--- src/rtl/raster_pkg.sv ---
package raster_pkg;
  typedef struct packed {
    logic hsync;
    logic hborder;
    logic hactive;
    logic vactive;
    logic vsync;
    logic eval_next;
    logic irq;
  } raster_flags_t;
endpackage

--- src/rtl/raster_hcount.sv ---
module raster_hcount #(
  parameter int LINE_CLKS = 1368,
  parameter int HW        = $clog2(LINE_CLKS)
) (
  input  logic          clk,
  input  logic          rst,
  output logic [HW-1:0] h_q,
  output logic [HW-1:0] h_nxt,
  output logic          h_wrap
);
  localparam logic [HW-1:0] H_LAST = HW'(LINE_CLKS - 1);

  always_comb begin
    h_wrap = (h_q == H_LAST);
    h_nxt  = h_wrap ? '0 : h_q + 1'b1;
  end

  always_ff @(posedge clk) begin
    if (rst) h_q <= '0;
    else     h_q <= h_nxt;
  end
endmodule

--- src/rtl/raster_vcount.sv ---
module raster_vcount #(
  parameter int LINES_50 = 313,
  parameter int LINES_60 = 262,
  parameter int VW       = 9
) (
  input  logic          clk,
  input  logic          rst,
  input  logic          pal_sel,
  input  logic          h_wrap,
  output logic [VW-1:0] v_q,
  output logic [VW-1:0] v_nxt,
  output logic [VW-1:0] v_last
);
  localparam logic [VW-1:0] LAST50 = VW'(LINES_50 - 1);
  localparam logic [VW-1:0] LAST60 = VW'(LINES_60 - 1);

  always_comb begin
    v_last = pal_sel ? LAST50 : LAST60;
    if (!h_wrap)           v_nxt = v_q;
    else if (v_q >= v_last) v_nxt = '0;
    else                    v_nxt = v_q + 1'b1;
  end

  always_ff @(posedge clk) begin
    if (rst) v_q <= '0;
    else     v_q <= v_nxt;
  end
endmodule

--- src/rtl/raster_phase.sv ---
module raster_phase
  import raster_pkg::*;
#(
  parameter int HW           = 11,
  parameter int VW           = 9,
  parameter int HSYNC_W      = 104,
  parameter int ACT_START    = 284,
  parameter int ACT_W        = 1024,
  parameter int ACTIVE_LINES = 192,
  parameter int VSYNC_FIRST  = 216,
  parameter int VSYNC_LINES  = 3
) (
  input  logic          clk,
  input  logic          rst,
  input  logic [HW-1:0] h_nxt,
  input  logic [VW-1:0] v_nxt,
  input  logic [VW-1:0] v_last,
  output raster_flags_t flags
);
  localparam logic [HW-1:0] SYNC_END = HW'(HSYNC_W);
  localparam logic [HW-1:0] ACT_BEG  = HW'(ACT_START);
  localparam logic [HW-1:0] ACT_FIN  = HW'(ACT_START + ACT_W);
  localparam logic [VW-1:0] VACT_END = VW'(ACTIVE_LINES);
  localparam logic [VW-1:0] EVAL_END = VW'(ACTIVE_LINES - 1);
  localparam logic [VW-1:0] VS_BEG   = VW'(VSYNC_FIRST);
  localparam logic [VW-1:0] VS_FIN   = VW'(VSYNC_FIRST + VSYNC_LINES);

  function automatic raster_flags_t decode(input logic [HW-1:0] h,
                                           input logic [VW-1:0] v,
                                           input logic [VW-1:0] last);
    raster_flags_t f;
    f.hsync     = (h < SYNC_END);
    f.hactive   = (h >= ACT_BEG) && (h < ACT_FIN);
    f.hborder   = !f.hsync && !f.hactive;
    f.vactive   = (v < VACT_END);
    f.vsync     = (v >= VS_BEG) && (v < VS_FIN);
    f.eval_next = (v == last) || (v < EVAL_END);
    f.irq       = (h == '0) && (v == VACT_END);
    return f;
  endfunction

  // flags are decoded from the next counter values so that the registered
  // result lines up with the registered counters
  always_ff @(posedge clk) begin
    if (rst) flags <= decode('0, '0, v_last);
    else     flags <= decode(h_nxt, v_nxt, v_last);
  end
endmodule

--- src/rtl/raster_blank.sv ---
module raster_blank #(
  parameter int HW        = 11,
  parameter int ACT_START = 284
) (
  input  logic          clk,
  input  logic          rst,
  input  logic [HW-1:0] h_nxt,
  input  logic          disp_en,
  output logic          blank
);
  localparam logic [HW-1:0] SAMPLE_AT = HW'(ACT_START);

  always_ff @(posedge clk) begin
    if (rst)                    blank <= 1'b1;
    else if (h_nxt == SAMPLE_AT) blank <= !disp_en;
  end
endmodule

--- src/rtl/raster_timer.sv ---
module raster_timer
  import raster_pkg::*;
#(
  parameter int LINE_CLKS    = 1368,
  parameter int LINES_50     = 313,
  parameter int LINES_60     = 262,
  parameter int HSYNC_W      = 104,
  parameter int ACT_START    = 284,
  parameter int ACT_W        = 1024,
  parameter int ACTIVE_LINES = 192,
  parameter int VSYNC_FIRST  = 216,
  parameter int VSYNC_LINES  = 3,
  parameter int HW           = $clog2(LINE_CLKS),
  parameter int VW           = $clog2((LINES_50 > LINES_60) ? LINES_50 : LINES_60)
) (
  input  logic          clk,
  input  logic          rst,
  input  logic          pal_sel,
  input  logic          disp_en,
  output logic [HW-1:0] hpos,
  output logic [VW-1:0] vpos,
  output logic          hsync,
  output logic          hborder,
  output logic          hactive,
  output logic          vactive,
  output logic          vsync,
  output logic          eval_line,
  output logic          frame_irq,
  output logic          blank
);
  logic [HW-1:0] h_nxt;
  logic          h_wrap;
  logic [VW-1:0] v_nxt;
  logic [VW-1:0] v_last;
  raster_flags_t flags;

  raster_hcount #(.LINE_CLKS(LINE_CLKS), .HW(HW)) u_hcount (
    .clk(clk), .rst(rst), .h_q(hpos), .h_nxt(h_nxt), .h_wrap(h_wrap)
  );

  raster_vcount #(.LINES_50(LINES_50), .LINES_60(LINES_60), .VW(VW)) u_vcount (
    .clk(clk), .rst(rst), .pal_sel(pal_sel), .h_wrap(h_wrap),
    .v_q(vpos), .v_nxt(v_nxt), .v_last(v_last)
  );

  raster_phase #(
    .HW(HW), .VW(VW), .HSYNC_W(HSYNC_W), .ACT_START(ACT_START), .ACT_W(ACT_W),
    .ACTIVE_LINES(ACTIVE_LINES), .VSYNC_FIRST(VSYNC_FIRST), .VSYNC_LINES(VSYNC_LINES)
  ) u_phase (
    .clk(clk), .rst(rst), .h_nxt(h_nxt), .v_nxt(v_nxt), .v_last(v_last), .flags(flags)
  );

  raster_blank #(.HW(HW), .ACT_START(ACT_START)) u_blank (
    .clk(clk), .rst(rst), .h_nxt(h_nxt), .disp_en(disp_en), .blank(blank)
  );

  always_comb begin
    hsync     = flags.hsync;
    hborder   = flags.hborder;
    hactive   = flags.hactive;
    vactive   = flags.vactive;
    vsync     = flags.vsync;
    eval_line = flags.eval_next;
    frame_irq = flags.irq;
  end
endmodule

--- config.mk ---
export PLATFORM = sky130hd
export DESIGN_NAME = raster_timer
export DESIGN_NICKNAME = d
export VERILOG_FILES = /design/src/rtl/raster_pkg.sv /design/src/rtl/raster_hcount.sv /design/src/rtl/raster_vcount.sv /design/src/rtl/raster_phase.sv /design/src/rtl/raster_blank.sv /design/src/rtl/raster_timer.sv
export SDC_FILE = /design/constraint.sdc
export NUM_CORES = 1
export LEC_CHECK = 0
export BUFFER_PORTS_ARGS = -buffer_cell sky130_fd_sc_hd__buf_2
export CAP_MARGIN = 20
export CELL_PAD_IN_SITES_DETAIL_PLACEMENT = 1
export CELL_PAD_IN_SITES_GLOBAL_PLACEMENT = 1
export CORE_UTILIZATION = 26
export DETAILED_ROUTE_END_ITERATION = 16
export PLACE_DENSITY = 0.6
export SLEW_MARGIN = 20
export SYNTH_ARGS = -nofsm -noshare
export SYNTH_HDL_FRONTEND = slang
export SYNTH_SLANG_ARGS = --single-unit
--- constraint.sdc ---
create_clock -name clk -period 2.5 [get_ports clk]
set_input_delay 0.125 -clock clk [delete_from_list [all_inputs] [get_ports clk]]
set_output_delay 0.125 -clock clk [all_outputs]
set_load 0.01 [all_outputs]
==> flow_summary.toml, run 1 <==
[status]
status = "finished clean"

[power]
vdd.ir_drop.worst_mv = 0.180
p_int_mw = 0.623
switching_share_pct = 24.2
comb_power_share_pct = 8.7
clock_power_share_pct = 35.6
p_seq_share_pct = 55.7
p_per_area_nw_per_um2 = 377
p_switching_mw = 0.199
p_leak_nw = 0.934

[sta]
fmax_mhz = 423
fin_crit_sh_pct = 94.5
tightest_slew_ns = 0.429
min_period_ns = 2.36
setup_violations = 0
slew_headroom_pct = 71.1
fin_worst_skew_ns = 0.00187
final-max-slew-violation-count = 0
fin_setup_tns_ns = 0
hold_viol_final = 0

[clock_network]
cts_buffers = 3
clkLatencyLatePin_ns = 0.28
cts_tree = "done"
cts_buffer_depth = 2
h-tree-depth = 1
clkSinkCount = 28
clkTransAtPathRegs_ns = 0.10
cts_root_buffer = "clkbuf_8"

[logic_synthesis]
ys_async_sr_fraction_pct = 0
seq_area_frac_synth_pct = 32.7
yosys_warnings = 0
synthAdderAreaFrac_pct = 5.12
synth_top_area_share_pct = 32.7
syn_area_per_cell_sq_um = 8.56
synthSimpleGateAreaFrac_pct = 32.7
synth_edf_count = 0
ys_types = 53
synthFlopType = "dfxtp_1"
synth-compound-area-share_pct = 13.7
yosys.area.top_type = "dfxtp_1"
synth_commonest_cells = "dfxtp_1, nor2_1, nand3_1, nor3_1, nand2_1"
synth_area_sq_um = 1710
ys_ff_latch = 28
syn_inst = 200
synth_area_leaders = "dfxtp_1, ha_1, xnor2_1"
synth_xor_area_share_pct = 8.70
muxShareOfSynthArea_pct = 1.83
synth_nets = 211
yosys.cell_count.top_type = "dfxtp_1"
synth_top_family_by_area = "simple AND/OR/NAND/NOR gates"

[critical_path]
cp.arrival_ns = 2.54
path_max_fanout = 7
crit_required_ns = 2.68
crit_path_max_incr_delay_ns = 0.38
critPathKind = "reg2reg"
end_kind = "flip-flop"
crit_slowest_cell = "dfxtp_2"
worstPathBufferInverterCount = 1
cp_top_family = "simple AND/OR/NAND/NOR gates"
crit_chain = "nor4b_4, buf_4, and4_4, xor2_1, nand2_1, o41ai_2, nand2b_1, a211o_1"
r2r_slack_ns = 0.14
cp-start-kind = "flip-flop"

[route]
dr.first_iter.drc_count = 58
post_drt_wl_per_cell_microns = 15.8
vias_per_cell = 5.09
drc = 0
ant_nets = 0
dr.pass1.iters = 4
num_vias = 1674
wl_microns = 5180

[cells_and_area]
antenna_cells = 0
fillers = 761
area_growth_pct = 27.5
nets = 264
drive_gt1_share_pct = 32.5
seqCellArea_sq_um = 563
stdcell_count = 329
multiInputGateArea_sq_um = 1100

[worst_hold_path]
min_path_type = "in2reg"

[die]
initial_core_util_pct = 27.0
io-pin-count = 32
core_area_sq_um = 6350
fp.dieArea_sq_um = 6910
die_w_microns = 83.1
num_rows = 29
die_height_microns = 83.1

[grt]
antenna_found_initial = 0
gr-total-overflow = 0
grt_first_pass_wirelength_microns = 8560
grt_usage_pct = 15.1
grt_pass1_vias = 1698
grt_start_max_net_pins = 18

[placement]
dp_hpwl_microns = 3910
io_buffer_count = 31
gp_congestion = 0.854
dp.cells = 324

[job]
cap_violations = 0
==> metal layers <==
metal,GRT usage [%],vias to the layer above,part of all wire [%]
li1,-,833,-
met3,1.59,7,2.2
met4,4.23,0,1.6
met1,22.0,804,52
met5,0,-,0
met2,23.6,30,45
==> kinds of logic (layout without fill, tap and decap cells) <==
family	after synthesis	after routing
DFF	28	28
xor gates and xnor gates	17	17
AOI/OAI and AO/OA	33	33
adders and majority gates	7	7
buffers and inverters	14	66
muxes	3	3
and+or+nand+nor	98	98
==> final cells by class <==
class | instances | share of cell area, %
inverters | 5 | 0.860
multi-input cells | 158 | 50.3
flip-flops and latches | 28 | 25.8
well taps | 77 | 4.42
clock buffers | 4 | 2.52
repair buffers | 57 | 16.1
==> worst register-to-register path, stage by stage (launching register included) <==
cell and delay (ns):
dfxtp_2 0.38, nor4b_4 0.37, buf_4 0.19, and4_4 0.24, xor2_1 0.25, nand2_1 0.14, o41ai_2 0.32, nand2b_1 0.08
a211o_1 0.29
==> registers in the layout (all words and copies together), names as in the netlist <==
signal and cells:
u_phase.flags 7, u_blank.blank 1, u_hcount.h_q 11, u_vcount.v_q 9
==> what timing repair did <==
item,in CTS,in global routing
setup endpoints to repair,1,5
cloned,0,0
resized for setup,2,9
buffers inserted,0,1
hold buffers,0,0
pin swaps,0,2
==> cells in the final DEF (no fill, tap or decap), drive strengths merged, types with 4 or more instances in the layout <==
| cell type | netlist | final |
|---|---|---|
| and3 | 7 | 7 |
| or3 | 4 | 4 |
| nand3 | 13 | 13 |
| nor2 | 20 | 20 |
| nand2 | 11 | 11 |
| inv | 5 | 5 |
| ha | 7 | 7 |
| nor2b | 4 | 4 |
| a21oi | 6 | 6 |
| clkbuf | 2 | 4 |
| dfxtp | 28 | 28 |
| xor2 | 7 | 7 |
| buf | 7 | 57 |
| nor4 | 5 | 5 |
| nand4 | 6 | 6 |
| o21ai | 5 | 5 |
| xnor2 | 10 | 10 |
| nor3 | 13 | 13 |
==> worst paths after layout <==
check                             startpoint                     endpoint  cells past startpoint
setup / recovery  u_hcount.h_q[5]$_SDFF_PP0_  u_phase.flags[1]$_SDFF_PP1_                      8
hold / removal                       disp_en   u_blank.blank$_SDFFE_PP1P_                      3
setup reg to reg  u_hcount.h_q[5]$_SDFF_PP0_  u_phase.flags[1]$_SDFF_PP1_                      8
hold reg to reg   u_blank.blank$_SDFFE_PP1P_   u_blank.blank$_SDFFE_PP1P_                      2
==> per-stage QoR <==
stage               power (mW)  util, %  setup slack [ns]  hold slack (ns)  area [sq um]
finish                   0.822     34.4             0.136            0.107          2180
global route             0.858     34.4           -0.0149            0.112          2180
CTS                      0.829     33.8            0.0268            0.102          2140
detailed placement       0.537     32.7           -0.0121            0.416          2080
global placement         0.537     32.7            0.0128            0.407          2080
floorplan                0.509        -             0.200            0.197          1710
==> power by group through the flow <==
stage | logic (mW) | registers (mW) | clock network, mW
4_1_cts | 0.0698 | 0.458 | 0.302
2_1_floorplan | 0.0367 | 0.472 | 0
6_report | 0.0716 | 0.458 | 0.293
3_3_place_gp | 0.0691 | 0.468 | 0
5_1_grt | 0.0796 | 0.459 | 0.319
3_5_place_dp | 0.0691 | 0.468 | 0
Note: power is estimated with default switching activity, not from simulation.
==> run 2, diff against run 1 <==
--- a/config.mk
+++ b/config.mk
@@ -5,13 +5,14 @@
 export SDC_FILE = /design/constraint.sdc
 export NUM_CORES = 1
 export LEC_CHECK = 0
+export ABC_AREA = 1
 export BUFFER_PORTS_ARGS = -buffer_cell sky130_fd_sc_hd__buf_2
 export CAP_MARGIN = 20
-export CELL_PAD_IN_SITES_DETAIL_PLACEMENT = 1
+export CELL_PAD_IN_SITES_DETAIL_PLACEMENT = 0
 export CELL_PAD_IN_SITES_GLOBAL_PLACEMENT = 1
 export CORE_UTILIZATION = 26
 export DETAILED_ROUTE_END_ITERATION = 16
-export PLACE_DENSITY = 0.6
+export PLACE_DENSITY = 0.63
 export SLEW_MARGIN = 20
 export SYNTH_ARGS = -nofsm -noshare
 export SYNTH_HDL_FRONTEND = slang
==> run 2 against run 1 <==
  * Non-clock buffer count decreased by 25
  * Combinational power decreased by 38%
  * Cell count increased by 18%
  * Critical path depth increased by 6
  * Synthesized cell count increased by 40%
  * Critical endpoint unchanged
  * Largest cell class unchanged
==> flow_summary.toml, run 2 <==
[route]
num_vias = 1798
drc = 0
ant_nets = 0
vias_per_cell = 4.62
wl_microns = 4900
dr.first_iter.drc_count = 79
dr.pass1.iters = 6
post_drt_wl_per_cell_microns = 12.6

[critical_path]
r2r_cells = 14
crit_path_max_incr_delay_ns = 0.40
cp_top_family = "simple AND/OR/NAND/NOR gates"
crit_chain = "inv_1, ha_1, inv_1, nand3_1, nand2_1, nand2_1, nand2_1, nand2_1, nand2_2, nand2_1, nor2_1, nand4_1, nand2_1, nand2_1"
critPathMostFrequentCell = "nand2_1"
crit_slowest_cell = "dfxtp_1"
end_kind = "flip-flop"
timing.rr.start = "u_vcount.v_q[0]$_SDFF_PP0_"
regToRegEndpoint = "u_phase.flags[1]$_SDFF_PP1_"
cp-start-kind = "flip-flop"
crit_required_ns = 2.68
r2r_slack_ns = 0.43
cp.arrival_ns = 2.25
path_max_fanout = 15
critPathKind = "reg2reg"
critical_path_depth = 14
worstPathBufferInverterCount = 2

[cells_and_area]
fin_area_sq_um = 2070
multiInputGateArea_sq_um = 1070
final_common_cell = "nand2_1"
seqCellArea_sq_um = 562
fillers = 732
nets = 325
largest_reg_flops = 11
largest_register = "u_hcount.h_q"
fin_util_pct = 31.9
layout_common_cells = "nand2_1, nor2_1, inv_1, buf_2, dfxtp_1"
area_growth_pct = 15.8
drive_gt1_share_pct = 19.6
antenna_cells = 0
stdcell_count = 389
top_regs = "u_hcount.h_q (11), u_vcount.v_q (9), u_phase.flags (7)"

[power]
p_per_area_nw_per_um2 = 362
vdd.ir_drop.worst_mv = 0.146
p_leak_nw = 0.985
power_mw = 0.750

[sta]
slew_headroom_pct = 71.5
timing.hold.ws_ns = 0.147
fin_setup_tns_ns = 0
rsz0062_at_grt = "no"
fmax_mhz = 482
setup_violations = 0
min_period_ns = 2.07
tightest_slew_ns = 0.427
final-max-slew-violation-count = 0
fin_ws_ns = 0.427
hold_viol_final = 0
fin_worst_skew_ns = 0.00111
fin_crit_sh_pct = 82.9

[job]
cap_violations = 0

[grt]
grt_usage_pct = 14.9
antenna_found_initial = 0
gr-total-overflow = 0
grt_start_max_net_pins = 22
grt_pass1_vias = 1751
grt_first_pass_wirelength_microns = 8550

[logic_synthesis]
synthFlopType = "dfxtp_1"
ys_types = 25
yosys.area.top_type = "dfxtp_1"
ys_async_sr_fraction_pct = 0
syn_area_per_cell_sq_um = 6.39
yosys.cell_count.top_type = "nand2_1"
synth_top_area_share_pct = 31.3
syn_inst = 280
yosys_warnings = 0
synth_commonest_cells = "nand2_1, nor2_1, inv_1"
ys_ff_latch = 28
synth_edf_count = 0
synth_area_leaders = "dfxtp_1, nand2_1, nor2_1"
seq_area_frac_synth_pct = 31.3
synth_area_sq_um = 1790
synth_nets = 291

[placement]
dp_hpwl_microns = 3890
dp_slack_ns = 0.347
gp_congestion = 0.817
io_buffer_count = 31
placed_area_sq_um = 2030
dp.cells = 386

[clock_network]
clkLatencyLatePin_ns = 0.27
cts_buffers = 3
h-tree-depth = 1
hold_buffers = 0
clkTransAtPathRegs_ns = 0.10
cts_root_buffer = "clkbuf_8"
cts_buffer_depth = 2
cts_tree = "done"
clkSinkCount = 28

[worst_hold_path]
hold_end = "u_blank.blank$_SDFFE_PP1P_"
min_from = "disp_en"
min_path_type = "in2reg"
hold_depth = 4

[die]
io-pin-count = 32
die_height_microns = 85.0
core_area_sq_um = 6490
die_w_microns = 85.0
num_rows = 29
fp.dieArea_sq_um = 7220
initial_core_util_pct = 27.5

[status]
status = "finished clean"
run 2: cell count changes in the layout (fill, tap and decap cells not counted), sizes merged, moves of 10 or more:
cell,previous run,this run
buf,57,32
inv,5,36
nand2,11,80
nand3,13,30
nor2,20,60
nor3,13,3
run 2: worst max-delay path by stage:
stage	from	end	slack, ns
after floorplan	u_hcount.h_q[0]$_SDFF_PP0_	u_phase.flags[1]$_SDFF_PP1_	0.68
after global placement	u_vcount.v_q[4]$_SDFF_PP0_	u_phase.flags[1]$_SDFF_PP1_	0.36
after detailed placement	u_vcount.v_q[4]$_SDFF_PP0_	u_phase.flags[1]$_SDFF_PP1_	0.35
after CTS	u_vcount.v_q[4]$_SDFF_PP0_	u_phase.flags[1]$_SDFF_PP1_	0.32
after global routing	u_vcount.v_q[0]$_SDFF_PP0_	u_phase.flags[1]$_SDFF_PP1_	0.05
final	u_vcount.v_q[0]$_SDFF_PP0_	u_phase.flags[1]$_SDFF_PP1_	0.43
run 2: power breakdown:
group          switching [mW]  internal, mW  total, mW
clock                   0.144         0.108      0.253
combinational          0.0294        0.0150     0.0444
sequential            0.00346         0.450      0.453
total                   0.177         0.573      0.750
run 2: kinds of logic after synthesis:
logic type / synth area share (%)
flip-flops: 31.3
AND/OR/NAND/NOR: 49.5
buffers and inverters: 8.81
AO/OA/AOI/OAI: 4.48
adder cells (fa/ha/maj): 4.89
XOR/XNOR: 0.979
run 2: worst reg2reg max path, stage by stage (launching register included):
cell     delay, ns
dfxtp_1       0.40
inv_1         0.10
ha_1          0.27
inv_1         0.05
nand3_1       0.07
nand2_1       0.06
nand2_1       0.05
nand2_1       0.05
nand2_1       0.06
nand2_2       0.24
nand2_1       0.21
nor2_1        0.17
nand4_1       0.12
nand2_1       0.07
nand2_1       0.05
run 2: final cells by class:
type	count	share of cell area (%)
clock buffer	3	1.99
inverter	37	6.70
sequential	28	27.1
timing repair buffer	32	7.85
tap	77	4.65
multi-input combinational	212	51.7
run 2: timing repair:
item                       CTS  global route
setup buffers                0             0
resized for setup            0             1
setup endpoints to repair    0             1
run 2: metal layers:
metal / global-route usage (%) / wire length (microns)
met4: 2.93 / 51
met2: 25.1 / 2300
met3: 2.43 / 122
met1: 20.2 / 2430
met5: 0 / 0
==> run 3, diff against run 2 <==
--- a/config.mk
+++ b/config.mk
@@ -5,14 +5,14 @@
 export SDC_FILE = /design/constraint.sdc
 export NUM_CORES = 1
 export LEC_CHECK = 0
-export ABC_AREA = 1
+export ABC_AREA = 0
 export BUFFER_PORTS_ARGS = -buffer_cell sky130_fd_sc_hd__buf_2
 export CAP_MARGIN = 20
 export CELL_PAD_IN_SITES_DETAIL_PLACEMENT = 0
 export CELL_PAD_IN_SITES_GLOBAL_PLACEMENT = 1
 export CORE_UTILIZATION = 26
 export DETAILED_ROUTE_END_ITERATION = 16
-export PLACE_DENSITY = 0.63
+export PLACE_DENSITY = 0.6
 export SLEW_MARGIN = 20
 export SYNTH_ARGS = -nofsm -noshare
 export SYNTH_HDL_FRONTEND = slang
==> constraint.sdc (replaced) <==
create_clock -name clk -period 2 [get_ports clk]
set_input_delay 0.1 -clock clk [delete_from_list [all_inputs] [get_ports clk]]
set_output_delay 0.1 -clock clk [all_outputs]
set_load 0.01 [all_outputs]
==> run 3 against run 2 <==
  * Clock power increased by 49%
  * Critical path type unchanged
  * Sequential power up 26%
  * The flow now finishes with violations (negative setup slack)
  * Via count up 2.2%
  * Largest power group unchanged
  * Register-to-register slack lost 0.56 ns
  * Power is 45% higher
  * Core utilization up 13 points
  * Count of clock-buffer cells in the layout rose by 1
  * Global-route usage up 0.45 points
  * Maximum frequency shrank 2.6%
  * Setup slack worse by 0.56 ns
  * Die area decreased by 4.2%
  * Critical path depth down 5
  * Critical endpoint unchanged
==> flow_summary.toml, run 3 (synthesis results as in run 1) <==
[critical_path]
path_max_fanout = 4
regToRegEndpoint = "u_phase.flags[1]$_SDFF_PP1_"
cp.arrival_ns = 2.32
timing.rr.start = "u_vcount.v_q[0]$_SDFF_PP0_"
end_kind = "flip-flop"
cp_top_family = "compound AO/OA/AOI/OAI gates"
r2r_slack_ns = -0.13
r2r_cells = 9
crit_path_max_incr_delay_ns = 0.37
crit_chain = "inv_2, ha_4, nor4b_2, o311a_1, or2_4, a21oi_4, nor3_2, o2111a_1, a211o_1"
critPathKind = "reg2reg"
crit_required_ns = 2.19
cp-start-kind = "flip-flop"
crit_slowest_cell = "dfxtp_4"
worstPathBufferInverterCount = 1

[clock_network]
clkLatencyLatePin_ns = 0.29
h-tree-depth = 1
cts_buffers = 3
cts_buffer_depth = 2
cts_tree = "done"
clkSinkCount = 28
clkTransAtPathRegs_ns = 0.11
cts_root_buffer = "clkbuf_8"

[power]
clock_power_share_pct = 34.7
p_int_mw = 0.811
p_seq_share_pct = 52.4
p_leak_nw = 1.22
switching_share_pct = 25.5
vdd.ir_drop.worst_mv = 0.225
comb_power_share_pct = 12.8
p_per_area_nw_per_um2 = 379
p_switching_mw = 0.278

[worst_hold_path]
min_from = "disp_en"
hold_end = "u_blank.blank$_SDFFE_PP1P_"
min_path_type = "in2reg"
hold_depth = 3

[route]
ant_nets = 0
drc = 0
dr.first_iter.drc_count = 88
num_vias = 1837
vias_per_cell = 4.98
dr.pass1.iters = 4
post_drt_wl_per_cell_microns = 14.7
wl_microns = 5430

[die]
io-pin-count = 32
num_rows = 29
die_height_microns = 83.1
die_w_microns = 83.1
initial_core_util_pct = 27.0
fp.dieArea_sq_um = 6910
core_area_sq_um = 6350

[cells_and_area]
nets = 304
fillers = 601
antenna_cells = 0
drive_gt1_share_pct = 59.2
top_regs = "u_hcount.h_q (11), u_vcount.v_q (9), u_phase.flags (7)"
fin_area_sq_um = 2880
layout_common_cells = "buf_4, buf_2, nor2_1, dfxtp_1, dfxtp_2"
area_growth_pct = 68.1
largest_register = "u_hcount.h_q"
largest_reg_flops = 11
fin_util_pct = 45.3
final_common_cell = "buf_4"

[sta]
fmax_mhz = 470
hold_viol_final = 0
setup_violations = 6
min_period_ns = 2.13
rsz0062_at_grt = "yes"
fin_ws_ns = -0.128
final-max-slew-violation-count = 0
slew_headroom_pct = 74.8
fin_crit_sh_pct = 106
fin_setup_tns_ns = -0.486
tightest_slew_ns = 0.376
fin_worst_skew_ns = 0.0110

[grt]
gr-total-overflow = 0
grt_first_pass_wirelength_microns = 8600
antenna_found_initial = 0
grt_start_max_net_pins = 18
grt_pass1_vias = 1733
grt_usage_pct = 15.4

[status]
violations = "negative setup slack"
status = "finished, violations left"

[job]
cap_violations = 0

[placement]
dp_hpwl_microns = 3950
placed_area_sq_um = 2410
gp_congestion = 0.856
io_buffer_count = 31
## run 3: changes by cell type in the layout (fill, tap and decap cells not counted), sizes merged, moves of 10 or more
cell and delta:
buf +65, inv -31, nand2 -69, nand3 -17, nor2 -40, nor3 +10
## run 3: power groups by stage
stage	clock, mW	combinational (mW)	sequential (mW)
6_report	0.378	0.140	0.571
5_1_grt	0.416	0.152	0.573
4_1_cts	0.382	0.121	0.571
3_5_place_dp	0	0.113	0.584
3_3_place_gp	0	0.113	0.584
2_1_floorplan	0	0.0494	0.592
## run 3: what timing repair did
action                     4_1_cts  5_1_grt
setup buffers                    2        2
pin swaps                       25       23
hold buffers                     0        0
resized for setup               27       41
setup endpoints to repair        7        9
## run 3: routing by layer
layer / GRT usage, % / vias to the layer above / wire [microns]
met1: 22.5 / 885 / 2690
met4: 5.17 / 0 / 69
met3: 1.49 / 5 / 154
met2: 23.5 / 31 / 2520
li1: - / 916 / -
met5: 0 / - / 0
## run 3: final cells by class
type                    instances  area [sq um]  share of cell area, %
well taps                      77          96.3                   3.35
repair buffers                 97           677                   23.5
flip-flops and latches         28           583                   20.3
inverters                       5          18.8                  0.652
multi-input cells             158          1450                   50.3
clock buffers                   4          55.1                   1.91
## run 3: per-stage QoR
| stage | instances | setup WS [ns] | power, mW | hold slack [ns] |
|---|---|---|---|---|
| CTS | 367 | -0.129 | 1.07 | 0.0886 |
| detailed placement | 361 | -0.354 | 0.697 | 0.392 |
| global placement | 361 | -0.337 | 0.697 | 0.381 |
| finish | 369 | -0.128 | 1.09 | 0.0840 |
| floorplan | 200 | -0.135 | 0.641 | 0.169 |
| global route | 369 | -0.238 | 1.14 | 0.0846 |
## run 3: how the worst max path moves through the flow
stage | cells after the start | startpoint | endpoint | slack [ns]
4_1_cts | 9 | u_vcount.v_q[0]$_SDFF_PP0_ | u_phase.flags[1]$_SDFF_PP1_ | -0.13
3_3_place_gp | 8 | u_hcount.h_q[0]$_SDFF_PP0_ | u_blank.blank$_SDFFE_PP1P_ | -0.34
2_1_floorplan | 8 | u_hcount.h_q[3]$_SDFF_PP0_ | u_phase.flags[1]$_SDFF_PP1_ | -0.14
3_5_place_dp | 8 | u_hcount.h_q[0]$_SDFF_PP0_ | u_blank.blank$_SDFFE_PP1P_ | -0.35
5_1_grt | 8 | u_hcount.h_q[7]$_SDFF_PP0_ | u_phase.flags[2]$_SDFF_PP0_ | -0.24
6_report | 9 | u_vcount.v_q[0]$_SDFF_PP0_ | u_phase.flags[1]$_SDFF_PP1_ | -0.13
## run 3: worst min-delay path, delay by kind of cell
family,cells,cell delay (ns)
simple gates,1,0.11
buf+inv,1,0.07
compound gates,1,0.05
